**src/rtl/uart_irq_pkg.sv**
```systemverilog
package uart_irq_pkg;
  localparam int NPIN  = 4;
  localparam int NSRC  = 4;
  localparam int IID_W = 4;

  // pin indices within the synchronised vector
  localparam int PIN_CTS = 0;
  localparam int PIN_DSR = 1;
  localparam int PIN_RI  = 2;
  localparam int PIN_CD  = 3;

  // enable register bit positions
  localparam int EN_RXD = 0;
  localparam int EN_TXE = 1;
  localparam int EN_ERR = 2;
  localparam int EN_MOD = 3;

  typedef logic [IID_W-1:0] iid_t;
  localparam iid_t IID_NONE = 4'b0001;
  localparam iid_t IID_ERR  = 4'b0110;
  localparam iid_t IID_RXD  = 4'b0100;
  localparam iid_t IID_TXE  = 4'b0010;
  localparam iid_t IID_MOD  = 4'b0000;

  localparam int GATE_BIT = 3;
endpackage

```
**src/rtl/uart_pin_sync.sv**
```systemverilog
module uart_pin_sync #(
  parameter int STAGES = 2,
  parameter int W      = 4
) (
  input  logic         clk,
  input  logic         rst,
  input  logic [W-1:0] pin_i,
  output logic [W-1:0] pin_o
);
  for (genvar g = 0; g < W; g++) begin : g_bit
    logic [STAGES-1:0] sh;
    always_ff @(posedge clk) begin
      if (rst) sh <= '1;
      else     sh <= {sh[STAGES-2:0], pin_i[g]};
    end
    assign pin_o[g] = sh[STAGES-1];
  end
endmodule

```
**src/rtl/uart_modem_delta.sv**
```systemverilog
module uart_modem_delta
  import uart_irq_pkg::*;
(
  input  logic            clk,
  input  logic            rst,
  input  logic [NPIN-1:0] lvl_n,
  input  logic            rd_clr,
  output logic [NPIN-1:0] delta_o,
  output logic [NPIN-1:0] chg_o,
  output logic            ri_rise_o
);
  logic [NPIN-1:0] prev_q;
  logic [NPIN-1:0] delta_q;

  for (genvar g = 0; g < NPIN; g++) begin : g_chg
    if (g == PIN_RI) begin : g_trail
      assign chg_o[g] = lvl_n[g] & ~prev_q[g];
    end else begin : g_any
      assign chg_o[g] = lvl_n[g] ^ prev_q[g];
    end
  end
  assign ri_rise_o = chg_o[PIN_RI];

  always_ff @(posedge clk) begin
    if (rst) begin
      prev_q  <= '1;
      delta_q <= '0;
    end else begin
      prev_q  <= lvl_n;
      delta_q <= (rd_clr ? '0 : delta_q) | chg_o;
    end
  end
  assign delta_o = delta_q;
endmodule

```
**src/rtl/uart_irq_prio.sv**
```systemverilog
module uart_irq_prio
  import uart_irq_pkg::*;
(
  input  logic            clk,
  input  logic            rst,
  input  logic [NSRC-1:0] src_i,
  input  logic [NSRC-1:0] en_i,
  input  logic            gate_i,
  output logic            any_pend_o,
  output iid_t            iid_o,
  output logic            irq_o
);
  logic [NSRC-1:0] pend;
  iid_t            iid_d;

  assign pend       = src_i & en_i;
  assign any_pend_o = |pend;

  always_comb begin
    if      (pend[EN_ERR]) iid_d = IID_ERR;
    else if (pend[EN_RXD]) iid_d = IID_RXD;
    else if (pend[EN_TXE]) iid_d = IID_TXE;
    else if (pend[EN_MOD]) iid_d = IID_MOD;
    else                   iid_d = IID_NONE;
  end

  always_ff @(posedge clk) begin
    if (rst) begin
      iid_o <= IID_NONE;
      irq_o <= 1'b0;
    end else begin
      iid_o <= iid_d;
      irq_o <= gate_i & any_pend_o;
    end
  end
endmodule

```
**src/rtl/uart_irq_gate.sv**
```systemverilog
module uart_irq_gate
  import uart_irq_pkg::*;
#(
  parameter int SYNC_STAGES = 2,
  parameter int DATA_W      = 8
) (
  input  logic              clk,
  input  logic              rst,
  input  logic              cfg_wr,
  input  logic              cfg_sel,
  input  logic [DATA_W-1:0] cfg_wdata,
  input  logic              msr_rd,
  input  logic              rx_err,
  input  logic              rx_avail,
  input  logic              tx_empty,
  input  logic              cts_n,
  input  logic              dsr_n,
  input  logic              ri_n,
  input  logic              cd_n,
  output logic              irq_o,
  output logic [IID_W-1:0]  iid_o,
  output logic [2*NPIN-1:0] msr_o
);
  logic [NSRC-1:0] ier_q;
  logic            gate_q;
  logic [NPIN-1:0] sync_n;
  logic [NPIN-1:0] delta_q;
  logic [NPIN-1:0] chg;
  logic            ri_rise;
  logic            any_pend;
  logic [NSRC-1:0] src;
  logic [NPIN-1:0] pins_n;

  always_ff @(posedge clk) begin
    if (rst) begin
      ier_q  <= '0;
      gate_q <= 1'b0;
    end else if (cfg_wr) begin
      if (cfg_sel) gate_q <= cfg_wdata[GATE_BIT];
      else         ier_q  <= cfg_wdata[NSRC-1:0];
    end
  end

  assign pins_n[PIN_CTS] = cts_n;
  assign pins_n[PIN_DSR] = dsr_n;
  assign pins_n[PIN_RI]  = ri_n;
  assign pins_n[PIN_CD]  = cd_n;

  uart_pin_sync #(.STAGES(SYNC_STAGES), .W(NPIN)) u_sync (
    .clk(clk), .rst(rst), .pin_i(pins_n), .pin_o(sync_n)
  );

  uart_modem_delta u_delta (
    .clk(clk), .rst(rst), .lvl_n(sync_n), .rd_clr(msr_rd),
    .delta_o(delta_q), .chg_o(chg), .ri_rise_o(ri_rise)
  );

  assign src[EN_RXD] = rx_avail;
  assign src[EN_TXE] = tx_empty;
  assign src[EN_ERR] = rx_err;
  assign src[EN_MOD] = |delta_q;

  uart_irq_prio u_prio (
    .clk(clk), .rst(rst), .src_i(src), .en_i(ier_q), .gate_i(gate_q),
    .any_pend_o(any_pend), .iid_o(iid_o), .irq_o(irq_o)
  );

  assign msr_o = {~sync_n, delta_q};
endmodule

```
**config.mk**
```make
export PLATFORM = sky130hd
export DESIGN_NAME = uart_irq_gate
export DESIGN_NICKNAME = d
export VERILOG_FILES = /design/src/rtl/uart_irq_pkg.sv /design/src/rtl/uart_pin_sync.sv /design/src/rtl/uart_modem_delta.sv /design/src/rtl/uart_irq_prio.sv /design/src/rtl/uart_irq_gate.sv
export SDC_FILE = /design/constraint.sdc
export NUM_CORES = 1
export LEC_CHECK = 0
export BUFFER_PORTS_ARGS = -buffer_cell sky130_fd_sc_hd__buf_2
export CAP_MARGIN = 30
export CORE_MARGIN = 1.5
export CORE_UTILIZATION = 34
export CTS_CLUSTER_SIZE = 40
export DETAILED_ROUTE_END_ITERATION = 10
export GPL_ROUTABILITY_DRIVEN = 0
export PLACE_DENSITY = 0.71
export SLEW_MARGIN = 30
export SYNTH_ARGS = -nofsm -noshare
export SYNTH_HDL_FRONTEND = slang
export SYNTH_SLANG_ARGS = --single-unit
```
**constraint.sdc**
```tcl
create_clock -name clk -period 1.2 [get_ports clk]
set_input_delay 0 -clock clk [delete_from_list [all_inputs] [get_ports clk]]
set_output_delay 0 -clock clk [all_outputs]
set_load 0.1 [all_outputs]
```
==> flow_summary.ini <==
[global_route]
gr-usage-met2_pct = 20.0
grt_pass1_vias = 591
grt-ovfl-total = 0
grt_use_met3_pct = 2.00
grt_first_pass_wirelength_um = 2420
grt.busiest_layer = met2
antenna_found_initial = 0
globalRouteMet1Util_pct = 14.6
grt_usage_pct = 12.0
grt_max_degree = 25

[power_and_ir_drop]
p_per_area_nw_per_um2 = 1300
leakagePower_nw = 0.531
total_power_mw = 1.54
irDropWorstVdd_v = 0.000615

[timing]
hold_violations = 0
timing.fmax_ghz = 0.888
fin_crit_ns = 1.13
setup_violations = 0
rsz0062_at_grt = no
fin_worst_skew_ns = 0.00180
tns_ns = 0
fin_crit_sh_pct = 93.9
drv_slew = 0

[logic_synthesis]
synth-simple-area-share_pct = 18.4
synth_area_um2 = 838
synthDistinctLibCells = 21
muxShareOfSynthArea_pct = 4.78
ys_seq_area_share_pct = 59.7
syn_nets = 101
synthAdderAreaFrac_pct = 0
postSynthCellCount = 81
yosys_warnings = 0
synth_area_leader_cell = dfxtp_1
yosys_register_bits = 25
synth_compound_area_share_pct = 8.06
ys_top_cells_by_area = dfxtp_1 (60%), or2_2 (9.0%), mux2i_1 (4.8%)
yosys.area_share.xor_xnor_pct = 3.13
synth_top_area_share_pct = 59.7
synth_top_family_by_area = simple AND/OR/NAND/NOR gates
syn_area_per_cell_um2 = 10.3

[place]
hpwl_um = 1060
port_buffers = 27
dp_cells = 133

[layout]
multi_input_area_um2 = 292
fin_util_pct = 51.9
syn2layout_area_growth_pct = 40.9
layout.nets = 145
layout_common_cells = buf_2 (26), dfxtp_1 (21), dlygate4sd3_1 (15), or2_2 (12), nor2_1 (7)
final_common_cell = buf_2
fillCellCount = 223
drive_above_1_share_pct = 41.1
final_cells = 152
regArea_um2 = 505
n_antenna_cell = 0

[route]
dr.pass1.iters = 3
drc = 0
vias = 638
viasPerCell = 4.20
routed_wl_um = 1530
postRouteAntennaNets = 0
wire_per_inst_um = 10.0
drt_iter0_drc = 1

[worst_setup_path]
start_kind = input port
end_kind = flip-flop
required_ns = 1.40
path_class = in -> reg
critPathArrivalTime_ns = 1.33
path_max_fanout = 3
rr_worst_depth = 3

[clock_tree]
insertion_delay_ns = 0.31
clockBufferDepth = 2
post-cts-setup-buffers = 0
htreeDepth = 1
clk_pin_slew_ns = 0.13
clock_sinks = 25
cts_tree = done
cts-buffers-inserted = 3
clock-root-buffer = clkbuf_4

[run_status]
outcome = complete, no violations

[die]
die_y_um = 52.7
die_w_um = 52.7
core_area_um2 = 2280
die_area_um2 = 2770
initial_core_util_pct = 36.8
rows = 17
ios = 33

[hold_path]
whs_path_depth = 2
hp-class = in -> reg

[flow_run]
drv_cap = 0
## what timing repair did
item | CTS | global route
endpoints found under the setup margin | 0 | 1
endpoints found under the hold margin | 14 | 0
gates resized for setup | 0 | 1
hold buffers | 15 | 0
## Yosys cell counts
master    count
a22oi_1       1
nand2b_1      2
nand3_1       1
a21oi_1       4
a32oi_1       1
mux2i_1       4
or2_2        12
o41ai_2       1
o22ai_1       1
a31o_2        1
nand2_1       4
buf_4         2
xnor2_1       3
buf_2         1
inv_1         6
dfxtp_1      25
nor2_1        7
nor2b_1       2
or2b_1        1
conb_1        1
clkbuf_1      1
## cell families (layout without fill, tap and decap cells)
logic type,Yosys count,in the layout
simple gates,29,29
compound gates,9,9
flops,25,25
buf+inv,10,53
other cells,1,1
mux,4,4
xor+xnor,3,3
## where the power goes
| group | internal (mW) | total, mW | switching [mW] |
|---|---|---|---|
| sequential | 0.867 | 0.887 | 0.0202 |
| clock | 0.124 | 0.366 | 0.242 |
| combinational | 0.0966 | 0.283 | 0.187 |
## final timing paths
check	slack [ns]	to	start
min reg2reg	0.43	u_sync.g_bit[1].sh[1]$_SDFF_PP1_	u_sync.g_bit[1].sh[0]$_SDFF_PP1_
max reg2reg	0.21	u_prio.irq_o$_SDFF_PP0_	u_delta.delta_o[0]$_SDFF_PP0_
max	0.07	gate_q$_SDFFE_PP0P_	cfg_sel
min	0.06	u_prio.iid_o[2]$_SDFF_PP0_	rst
## per-layer routing
metal | part of all wire [%] | up-vias
li1 | - | 338
met1 | 47 | 277
met2 | 46 | 19
met3 | 4.6 | 4
met4 | 1.6 | 0
met5 | 0 | -
## sequential cells by signal, summed over array words and instances, names as in the netlist
register	cells
u_prio.irq_o	1
u_sync.g_bit.sh	8
gate_q	1
u_delta.prev_q	4
ier_q	4
u_delta.delta_o	4
u_prio.iid_o	3
## cell type report
| type | instances | area share (%) |
|---|---|---|
| inverters | 6 | 2.22 |
| clock buffers | 3 | 1.91 |
| clock inverters | 1 | 0.424 |
| well taps | 28 | 2.97 |
| multi-input cells | 46 | 24.7 |
| flip-flops and latches | 25 | 42.8 |
| repair buffers | 43 | 25.0 |
## worst max-delay path, cell delays in order
cell and delay, ns:
dlygate4sd3_1 0.53, buf_2 0.13, nand3_1 0.07, dlygate4sd3_1 0.55, a21oi_1 0.06
## per-stage QoR
stage | cell area, µm² | worst slack [ns] | hold WS [ns]
floorplan | 847 | 0.00894 | 0.0642
global placement | 1000 | 0.228 | 0.182
CTS | 1180 | 0.0388 | 0.0588
global route | 1180 | 0.00829 | 0.0660
detailed placement | 1000 | 0.213 | 0.186
finish | 1180 | 0.0733 | 0.0565
(Power assumes the default switching activity.)
